### config.mk
export PLATFORM = sky130hd
export DESIGN_NAME = gate_chopper
export DESIGN_NICKNAME = d
export VERILOG_FILES = /design/src/rtl/chop_pkg.sv /design/src/rtl/chop_cfg_reg.sv /design/src/rtl/chop_carrier.sv /design/src/rtl/chop_gate.sv /design/src/rtl/gate_chopper.sv
export SDC_FILE = /design/constraint.sdc
export NUM_CORES = 1
export LEC_CHECK = 0
export ABC_AREA = 0
export BUFFER_PORTS_ARGS = -buffer_cell sky130_fd_sc_hd__buf_2
export CORE_AREA = 5 5 52 66
export CTS_CLUSTER_DIAMETER = 50
export CTS_CLUSTER_SIZE = 30
export DETAILED_ROUTE_END_ITERATION = 8
export DIE_AREA = 0 0 57 71
export PLACE_DENSITY_LB_ADDON = 0.08
export SETUP_SLACK_MARGIN = 0.05
export SYNTH_ARGS = -nofsm -noshare
export SYNTH_HDL_FRONTEND = slang
export SYNTH_SLANG_ARGS = --single-unit
export TNS_END_PERCENT = 10
### constraint.sdc
create_clock -name clk_i -period 4.3 [get_ports clk_i]
set_input_delay 0.43 -clock clk_i [delete_from_list [all_inputs] [get_ports clk_i]]
set_output_delay 0.43 -clock clk_i [all_outputs]
set_load 0.02 [all_outputs]
### src/rtl/chop_pkg.sv
package chop_pkg;
  localparam int DIV_W = 8;
  localparam int CFG_W = DIV_W + 2;

  typedef struct packed {
    logic             lo_en;
    logic             hi_en;
    logic [DIV_W-1:0] div;
  } chop_cfg_t;
endpackage

### src/rtl/chop_cfg_reg.sv
module chop_cfg_reg
  import chop_pkg::*;
(
  input  logic             clk_i,
  input  logic             rst_ni,
  input  logic             we_i,
  input  logic [CFG_W-1:0] wdata_i,
  output chop_cfg_t        cfg_o
);
  chop_cfg_t cfg_q;

  always_ff @(posedge clk_i or negedge rst_ni) begin
    if (!rst_ni) cfg_q <= '0;
    else if (we_i) cfg_q <= chop_cfg_t'(wdata_i);
  end

  assign cfg_o = cfg_q;
endmodule

### src/rtl/chop_carrier.sv
module chop_carrier
  import chop_pkg::*;
(
  input  logic             clk_i,
  input  logic             rst_ni,
  input  logic             restart_i,
  input  logic [DIV_W-1:0] new_div_i,
  input  logic [DIV_W-1:0] cur_div_i,
  output logic             carrier_o
);
  localparam int CNT_W = DIV_W + 1;

  logic [CNT_W-1:0] cnt_q;
  logic             car_q;

  // half period minus one = 2N+1
  logic [CNT_W-1:0] reload_new, reload_cur;
  assign reload_new = {new_div_i, 1'b1};
  assign reload_cur = {cur_div_i, 1'b1};

  always_ff @(posedge clk_i or negedge rst_ni) begin
    if (!rst_ni) begin
      cnt_q <= CNT_W'(1);
      car_q <= 1'b1;
    end else if (restart_i) begin
      cnt_q <= reload_new;
      car_q <= 1'b1;
    end else if (cnt_q == '0) begin
      cnt_q <= reload_cur;
      car_q <= ~car_q;
    end else begin
      cnt_q <= cnt_q - CNT_W'(1);
    end
  end

  assign carrier_o = car_q;
endmodule

### src/rtl/chop_gate.sv
module chop_gate #(
  parameter int NUM_CH     = 3,
  parameter bit ACTIVE_LOW = 1'b1
) (
  input  logic              clk_i,
  input  logic              rst_ni,
  input  logic              en_i,
  input  logic              carrier_i,
  input  logic [NUM_CH-1:0] pwm_i,
  output logic [NUM_CH-1:0] out_o
);
  localparam logic ACT_LVL = ACTIVE_LOW ? 1'b0 : 1'b1;

  logic [NUM_CH-1:0] nxt;
  logic [NUM_CH-1:0] out_q;

  for (genvar i = 0; i < NUM_CH; i++) begin : g_ch
    logic act;
    assign act    = (pwm_i[i] == ACT_LVL) && (!en_i || carrier_i);
    assign nxt[i] = act ? ACT_LVL : ~ACT_LVL;
  end

  always_ff @(posedge clk_i or negedge rst_ni) begin
    if (!rst_ni) out_q <= {NUM_CH{~ACT_LVL}};
    else         out_q <= nxt;
  end

  assign out_o = out_q;
endmodule

### src/rtl/gate_chopper.sv
module gate_chopper
  import chop_pkg::*;
#(
  parameter int NUM_PH     = 3,
  parameter bit ACTIVE_LOW = 1'b1
) (
  input  logic              clk_i,
  input  logic              rst_ni,
  input  logic              cfg_we_i,
  input  logic [CFG_W-1:0]  cfg_wdata_i,
  input  logic [NUM_PH-1:0] pwm_hi_i,
  input  logic [NUM_PH-1:0] pwm_lo_i,
  output logic [NUM_PH-1:0] out_hi_o,
  output logic [NUM_PH-1:0] out_lo_o
);
  chop_cfg_t cfg;
  logic      carrier;

  chop_cfg_reg u_cfg (
    .clk_i  (clk_i),
    .rst_ni (rst_ni),
    .we_i   (cfg_we_i),
    .wdata_i(cfg_wdata_i),
    .cfg_o  (cfg)
  );

  chop_carrier u_car (
    .clk_i    (clk_i),
    .rst_ni   (rst_ni),
    .restart_i(cfg_we_i),
    .new_div_i(cfg_wdata_i[DIV_W-1:0]),
    .cur_div_i(cfg.div),
    .carrier_o(carrier)
  );

  chop_gate #(.NUM_CH(NUM_PH), .ACTIVE_LOW(ACTIVE_LOW)) u_hi (
    .clk_i    (clk_i),
    .rst_ni   (rst_ni),
    .en_i     (cfg.hi_en),
    .carrier_i(carrier),
    .pwm_i    (pwm_hi_i),
    .out_o    (out_hi_o)
  );

  chop_gate #(.NUM_CH(NUM_PH), .ACTIVE_LOW(ACTIVE_LOW)) u_lo (
    .clk_i    (clk_i),
    .rst_ni   (rst_ni),
    .en_i     (cfg.lo_en),
    .carrier_i(carrier),
    .pwm_i    (pwm_lo_i),
    .out_o    (out_lo_o)
  );
endmodule

# ---- After elaboration in Yosys (flattened, before gate mapping)
# Cells that the tools add are included.
dict set report word_totals {
  register_bits 26
  in_bits 19
  output_inout_bits 6
  elab_cells 37
}
dict set report classes {
  add_sub_neg 1
  muxes 10
  n_bitwise 7
  n_reduce_logical 12
}
# op n
set ops {}
lappend ops {{$mux W9} 2}
lappend ops {{$logic_not A9 Y1} 1}
lappend ops {{$sub A9 B1 Y9 const B} 1}
lappend ops {{$mux W1} 8}
lappend ops {{$not A1 Y1} 7}
lappend ops {{$logic_and A1 B1 Y1} 6}
lappend ops {{$logic_not A1 Y1} 2}
lappend ops {{$logic_or A1 B1 Y1} 2}
lappend ops {{$reduce_bool A2 Y1} 1}

# ---- Logic depth before layout (Yosys ltp)
# Gate-level depths: netlist (run 1).
dict set report logic_depth {
  ltp_word 4
  depth_mapped 6
  ltp_nobuf 6
}

# ---- By module
# Synthesis (run 1) repeated with hierarchy kept, for this count alone.
dict set report unflattened {
  cells_unflattened 97
  hier_area_um2 1218.7
}
# mod n_inst cells_each area_per_inst_um2 seq_area_each_um2
set by_module_without_submodules {}
lappend by_module_without_submodules {chop_carrier 1 62 579.3 252.7}
lappend by_module_without_submodules {chop_cfg_reg 1 21 411.6 250.2}
lappend by_module_without_submodules {chop_gate 2 7 113.9 78.8}

# ---- Worst setup path before layout (run 1)
# Ideal clock, no wire load.
dict set report synth_path {
  path_type {register to register}
  start {reg u_car.cnt_q[1]}
  end {reg u_car.cnt_q[1]}
  setup_time_ps 125
  arrival_time_ps 1664
  required_ps 4175
  path_slack_ps 2512
  stages_incl_launch_ff 7
  n_path_buf 0
  period_less_slack_ps 1788
  cell_sequence {dfrtp_1 -> inv_1 -> ha_1 -> nor4b_1 -> nand2_1 -> mux2i_1 -> mux2_2}
}
dict set report synth_between {
  elab_chain_cells 3
  elab_cells_between_ends 4
  cone_classes {add/sub (1); mux (2); reduce/logical (1)}
}
# item line
set synth_lines {}
lappend synth_lines {{start, declared} chop_carrier.sv:13} ;# logic [CNT_W-1:0] cnt_q;
lappend synth_lines {{start signal, assigned} chop_carrier.sv:26} ;# cnt_q <= reload_new;
lappend synth_lines {{start signal, assigned} chop_carrier.sv:29} ;# cnt_q <= reload_cur;
lappend synth_lines {{start signal, assigned} chop_carrier.sv:32} ;# cnt_q <= cnt_q - CNT_W'(1);
lappend synth_lines {{$sub A9 B1 Y9 / $logic_not A9 Y1 (equally long branches)} {chop_carrier.sv:32, chop_carrier.sv:28}}
lappend synth_lines {{$mux W9 (*)} chop_carrier.sv:28} ;# end else if (cnt_q == '0) begin
lappend synth_lines {{$mux W9 (*)} chop_carrier.sv:25} ;# end else if (restart_i) begin
# Every way passes the cells marked *; elsewhere a longest branch is shown, timed or not.
# A chain may end at the register's enable or synchronous reset.

# ---- Final worst setup path (run 1)
# Same ends and word-level chain as after synthesis.

==> results.sh, run 1 <==
export IMPL_num_fill_cells=289
export IMPL_grt_pass1_vias=815
export IMPL_drv_slew=0
export IMPL_regToRegEndpoint="u_car.cnt_q[1]"
export IMPL_cts_resized=0
export IMPL_clock_skew_ns=0.00974
export IMPL_start_util_pct=41.1
export IMPL_hp_class="in2async"
export IMPL_syn_inst=108
export IMPL_io_pins=25
export IMPL_coreArea_sq_um=2810
export IMPL_die_h_um=71
export IMPL_grt_pass1_wl_um=3510
export IMPL_ant_nets=0
export IMPL_grt_max_degree=29
export IMPL_tns_ns=0
export IMPL_clock_root_buffer="clkbuf_4"
export IMPL_status="finished, final reports clean"
export IMPL_post_dp_hpwl_um=1490
export IMPL_drtIter0Drc=25
export IMPL_detail_route_wl_per_cell_um=12.1
export IMPL_n_antenna_cell=0
export IMPL_grt_antenna_before_repair=0
export IMPL_worstSetupEndpointType="flip-flop"
export IMPL_max_vdd_ir_drop_mv=0.173
export IMPL_yosysSeqAreaShare_pct=57.3
export IMPL_crit_buf_inv=1
export IMPL_dieArea_sq_um=4050
export IMPL_dr_pass1_iters=4
export IMPL_rsz0062_at_grt="false"
export IMPL_ff2ff_setup_slack_ns=2.22
export IMPL_num_vias=830
export IMPL_start_kind="flip-flop"
export IMPL_layout_drive_gt1_share_pct=32.3
export IMPL_r2r_start="u_car.cnt_q[1]"
export IMPL_clk_latency_ns=0.32
export IMPL_hold_ws_ns=0.0721
export IMPL_grt_use_total_pct=10.7
export IMPL_max_stage_delay_ns=0.45
export IMPL_netlist_top_cells_area="dfrtp_1 39%, dfstp_2 18%, nand2b_1 5.4%"
export IMPL_viasPerCell=4.91
export IMPL_cp_data_required_time_ns=4.51
export IMPL_yosysTopAreaCell="dfrtp_1"
export IMPL_layout_min_cycle_time_ns=2.08
export IMPL_gp_congestion=0.813
export IMPL_power_uw=517
export IMPL_rows=22
export IMPL_worst_slew_pin_slew_ns=0.546
export IMPL_synth_nets=128
export IMPL_fmax_mhz=480
export IMPL_relSlewSlack_pct=63.6
export IMPL_wirelength_um=2050
export IMPL_numCtsBuffers=3
export IMPL_cp_slowest_cell="nor4b_1"
export IMPL_crit_family="simple AND/OR/NAND/NOR gates"
export IMPL_port_buffers=24
export IMPL_cts_tree="built"
export IMPL_area_growth_pct=17.9
export IMPL_ys_seq_elements=26
export IMPL_power_density_nw_per_um2=380
export IMPL_ff2ff_path_depth=6
export IMPL_postCtsHoldBufs=0
export IMPL_period_share_pct=48.4
export IMPL_avgSynthCellArea_sq_um=10.7
export IMPL_clockBufferDepth=2
export IMPL_overflow=0
export IMPL_synth_top_area_share_pct=39.0
export IMPL_final_nets=154
export IMPL_arrival_ns=2.29
export IMPL_critPathKind="reg2reg"
export IMPL_fp_dieW_um=57
export IMPL_crit_chain="inv_1, ha_1, nor4b_1, nand2_1, mux2i_1, mux2_2"
export IMPL_drc_errors=0
export IMPL_clk_pin_slew_ns=0.15
export IMPL_drv_cap=0
export IMPL_ys_warnings_count=0
export IMPL_h_tree_depth=1
export IMPL_dp_cells=165
export IMPL_netlist_area_sq_um=1150
export IMPL_hold_viol=0
export IMPL_final_cells=169
export IMPL_ys_types=27
export IMPL_clock_sinks=26
export IMPL_crit_fanout=9
export IMPL_power_leakage_uw=0.000639
export IMPL_cts_setup_buffers=0
export IMPL_finalSetupViolCount=0
## cells in the mapped netlist
master,instances
a21oi_1,3
o31ai_2,1
nor4_1,1
ha_1,1
nor3_1,3
nand2_1,10
xor2_1,1
mux2_2,4
o22ai_1,1
o21ai_0,9
or3_4,1
nor2b_1,1
nand2b_1,10
o31ai_1,3
dfrtp_1,18
clkbuf_1,3
xnor2_1,3
nor2_1,6
and3_1,1
or3b_2,1
nor4b_1,1
or4_1,2
nand3b_1,1
o41ai_1,1
mux2i_1,3
dfstp_2,8
inv_1,11
## how the worst max path moves through the flow
stage	startpoint	to	slack, ns	depth (start not counted)
6_report	u_car.cnt_q[1]	u_car.cnt_q[1]	2.22	6
5_1_grt	u_car.cnt_q[1]	u_car.cnt_q[1]	2.12	6
4_1_cts	u_car.cnt_q[1]	u_car.cnt_q[1]	2.25	6
3_5_place_dp	u_car.cnt_q[1]	u_car.cnt_q[1]	2.28	6
3_3_place_gp	u_car.cnt_q[1]	u_car.cnt_q[1]	2.36	6
2_1_floorplan	u_car.cnt_q[1]	u_car.cnt_q[1]	2.51	6
## stage by stage
step	worst slack [ns]	util [%]	instance area, sq um
floorplan	2.51	-	1150
detailed placement	2.28	46.6	1310
finish	2.22	48.4	1360
CTS	2.25	48.4	1360
global placement	2.36	46.6	1310
global route	2.12	48.4	1360
## cells by family after synthesis
group | share of synthesized area (%)
AOI/OAI and AO/OA | 9.54
xor gates and xnor gates | 3.04
adders and majority gates | 1.08
buffers and inverters | 4.56
DFF | 57.3
muxes | 6.51
and+or+nand+nor | 18.0
## placed cells by master, fill, tap and decap left out, types with 4 or more instances in the layout
cell type	instances
buf_2	24
dfrtp_1	18
inv_1	11
nand2_1	10
nand2b_1	10
o21ai_0	9
dfstp_2	8
nor2_1	6
mux2_2	4
## registers in the layout, summed over array words and instances (netlist names)
signal,count
u_cfg.cfg_o,10
u_car.carrier_o,1
u_car.cnt_q,9
u_lo.out_o,3
u_hi.out_o,3
## area by class of cell
cell class,count,area (sq um),share of cell area [%]
Multi-Input combinational cell,68,440,32.4
Clock inverter,1,30.0,2.21
Sequential cell,26,661,48.6
Clock buffer,3,22.5,1.66
Timing Repair Buffer,24,120,8.83
Tap cell,36,45.0,3.31
Inverter,11,41.3,3.04
## where the power goes
| part | total, uW | internal (uW) | switching [uW] |
|---|---|---|---|
| Sequential | 286 | 269 | 17.1 |
| Clock | 166 | 94.2 | 71.6 |
| Combinational | 65.9 | 32.1 | 33.8 |
| Total | 517 | 395 | 123 |
## per-layer routing
| metal | GRT usage, % | part of all wire [%] |
|---|---|---|
| met5 | 0 | 0 |
| met4 | 4.64 | 0.88 |
| met3 | 2.01 | 5.6 |
| met2 | 17.2 | 49 |
| met1 | 14.1 | 44 |
(Power assumes the default switching activity.)
==> run 2, diff against run 1 <==
--- a/config.mk
+++ b/config.mk
@@ -5,13 +5,13 @@
 export SDC_FILE = /design/constraint.sdc
 export NUM_CORES = 1
 export LEC_CHECK = 0
-export ABC_AREA = 0
+export ABC_AREA = 1
 export BUFFER_PORTS_ARGS = -buffer_cell sky130_fd_sc_hd__buf_2
-export CORE_AREA = 5 5 52 66
+export CORE_AREA = 5 5 54 68
 export CTS_CLUSTER_DIAMETER = 50
 export CTS_CLUSTER_SIZE = 30
 export DETAILED_ROUTE_END_ITERATION = 8
-export DIE_AREA = 0 0 57 71
+export DIE_AREA = 0 0 59 73
 export PLACE_DENSITY_LB_ADDON = 0.08
 export SETUP_SLACK_MARGIN = 0.05
 export SYNTH_ARGS = -nofsm -noshare
==> constraint.sdc (replaced) <==
create_clock -name clk_i -period 1.84 [get_ports clk_i]
set_input_delay 0.184 -clock clk_i [delete_from_list [all_inputs] [get_ports clk_i]]
set_output_delay 0.184 -clock clk_i [all_outputs]
set_load 0.02 [all_outputs]
==> run 2 against run 1 <==
Power rose by 150%. Clock skew fell by 0.0086 ns. Die area is 6.4% higher. Global-route usage up 2.3 points. Cell count increased by 27%. Core utilization is 1.1 points lower. Flip-flop and latch count is the same. Maximum frequency grew 41%.
==> results.sh, run 2 <==
export IMPL_status="finished, final reports clean"
export IMPL_final_nets=198
export IMPL_avgSynthCellArea_sq_um=8.19
export IMPL_endpoint="u_car.cnt_q[5]"
export IMPL_finalSetupViolCount=0
export IMPL_viasPerCell=4.63
export IMPL_drv_cap=0
export IMPL_clock_root_buffer="clkbuf_8"
export IMPL_cp_data_required_time_ns=2.01
export IMPL_power_density_nw_per_um2=880
export IMPL_n_antenna_cell=0
export IMPL_gp_congestion=0.791
export IMPL_ff2ff_setup_slack_ns=0.37
export IMPL_regToRegEndpoint="u_car.cnt_q[5]"
export IMPL_layout_commonest_cell="nand2_1"
export IMPL_largest_reg_flops=10
export IMPL_rows=23
export IMPL_relSlewSlack_pct=62.6
export IMPL_multi_input_area_sq_um=465
export IMPL_ys_seq_elements=26
export IMPL_die_h_um=73
export IMPL_numCtsBuffers=3
export IMPL_async_flop_share_pct=100
export IMPL_grt_max_degree=27
export IMPL_r2r_start="u_car.cnt_q[0]"
export IMPL_overflow=0
export IMPL_synthFlopType="dfrtp_1"
export IMPL_yosysSeqAreaShare_pct=53.8
export IMPL_clock_skew_ns=0.00114
export IMPL_detail_route_wl_per_cell_um=11.0
export IMPL_start_kind="flip-flop"
export IMPL_fp_dieW_um=59
export IMPL_worstSetupEndpointType="flip-flop"
export IMPL_netlist_top_cells_area="dfrtp_1 37%, nand2_1 19%, dfstp_2 17%"
export IMPL_ys_types=21
export IMPL_synthTopCellsByCount="62 x nand2_1, 18 x dfrtp_1, 17 x inv_1"
export IMPL_fmax_mhz=678
export IMPL_io_pins=25
export IMPL_h_tree_depth=1
export IMPL_grt_pass1_wl_um=4310
export IMPL_grt_pass1_vias=1006
export IMPL_synth_nets=170
export IMPL_tns_ns=0
export IMPL_hp_class="in2reg"
export IMPL_ff2ff_path_depth=8
export IMPL_area_growth_pct=17.5
export IMPL_hold_viol=0
export IMPL_period_share_pct=80.1
export IMPL_syn_inst=150
export IMPL_drc_errors=0
export IMPL_crit_fanout=6
export IMPL_clock_sinks=26
export IMPL_power_uw=1270
export IMPL_netlist_area_sq_um=1230
export IMPL_startpoint="u_car.cnt_q[0]"
export IMPL_cts_resized=0
export IMPL_arrival_ns=1.64
export IMPL_mostFrequentLayoutCells="62 x nand2_1, 24 x buf_2, 18 x dfrtp_1"
export IMPL_synth_edf_count=0
export IMPL_wirelength_um=2360
export IMPL_yosysTopAreaCell="dfrtp_1"
export IMPL_ant_nets=0
export IMPL_synth_top_area_share_pct=36.7
export IMPL_regArea_sq_um=661
export IMPL_clk_latency_ns=0.26
export IMPL_grt_antenna_before_repair=0
export IMPL_critPathKind="reg2reg"
export IMPL_worst_slew_pin_slew_ns=0.561
export IMPL_start_util_pct=40.3
export IMPL_rsz0062_at_grt="false"
export IMPL_num_vias=991
export IMPL_clk_pin_slew_ns=0.08
export IMPL_max_vdd_ir_drop_mv=0.445
export IMPL_post_dp_hpwl_um=1890
export IMPL_synth_most_common_cell="nand2_1"
export IMPL_drv_slew=0
export IMPL_drtIter0Drc=15
export IMPL_cts_tree="built"
export IMPL_power_leakage_uw=0.000793
export IMPL_layout_drive_gt1_share_pct=28.8
export IMPL_grt_use_total_pct=13.1
export IMPL_num_fill_cells=329
export IMPL_coreArea_sq_um=3050
export IMPL_dieArea_sq_um=4310
export IMPL_clockBufferDepth=2
export IMPL_port_buffers=24
export IMPL_ys_warnings_count=0
export IMPL_dr_pass1_iters=2
export IMPL_layout_min_cycle_time_ns=1.47
==> run 2: cell types whose count changed in the layout (fill, tap and decap cells not counted), moves of 4 or more <==
cell,previous run,this run
nand2_1,10,62
clkbuf_8,0,4
inv_2,0,6
mux2_2,4,0
inv_1,11,17
nand2b_1,10,0
nand3_1,0,9
==> run 2: layout make-up <==
cell class              count  area share [%]
multi-input cells          99            32.2
well taps                  37            3.21
clock buffers               4            3.81
inverters                  23            5.98
repair buffers             25            9.01
flip-flops and latches     26            45.8
==> run 2: critical path, cell delays in order, from the launching register on <==
cell     delay, ns
dfstp_2       0.53
inv_1         0.08
ha_1          0.27
nand2_2       0.12
nor2_4        0.04
nand3_4       0.12
nand3_1       0.10
nand2_1       0.08
nand2_1       0.04
==> run 2: logic make-up after synthesis <==
| kind of cell | synth area share, % |
|---|---|
| AO/OA/AOI/OAI | 3.87 |
| XOR/XNOR | 1.43 |
| adder cells (fa/ha/maj) | 1.02 |
| buffers and inverters | 8.35 |
| flip-flops | 53.8 |
| AND/OR/NAND/NOR | 31.6 |
==> run 2: power breakdown <==
group | switching [uW] | internal (uW) | total [uW]
logic | 152 | 84.4 | 236
registers | 34.6 | 640 | 675
clock network | 169 | 191 | 360
total | 355 | 915 | 1270
==> run 2: metal layers <==
| metal | vias to the layer above | GRT usage [%] | wire [um] |
|---|---|---|---|
| met3 | 10 | 2.30 | 93 |
| met2 | 23 | 21.5 | 1110 |
| li1 | 510 | - | - |
| met1 | 448 | 16.0 | 1070 |
| met5 | - | 0 | 0 |
| met4 | 0 | 7.05 | 87 |
==> run 2: worst min path at each step <==
stage	slack [ns]	cells after the start	start	to
after floorplan	-0.11	0	rst_ni	u_car.cnt_q[1]
final	0.09	3	pwm_lo_i[2]	u_lo.out_o[2]
after global routing	0.09	3	pwm_hi_i[1]	u_hi.out_o[1]
after CTS	0.09	3	pwm_hi_i[0]	u_hi.out_o[0]
after global placement	0.21	1	rst_ni	u_car.cnt_q[6]
after detailed placement	0.22	1	rst_ni	u_car.cnt_q[6]
==> run 2: repair_timing <==
item                      in CTS  in global routing
hold buffers                   1                  0
hold endpoints to repair      18                  0
buffers inserted               0                  0
==> run 2: per-stage QoR <==
step                      setup WS [ns]  utilization [%]  hold slack [ns]  area, sq um  std cells
final                             0.365             47.3           0.0900         1440        214
after global routing              0.208             47.3           0.0852         1440        214
after CTS                         0.347             47.3           0.0896         1440        214
after detailed placement          0.361             45.2            0.217         1380        209
after global placement            0.393             45.2            0.207         1380        209
after floorplan                   0.490                -           -0.112         1230        150
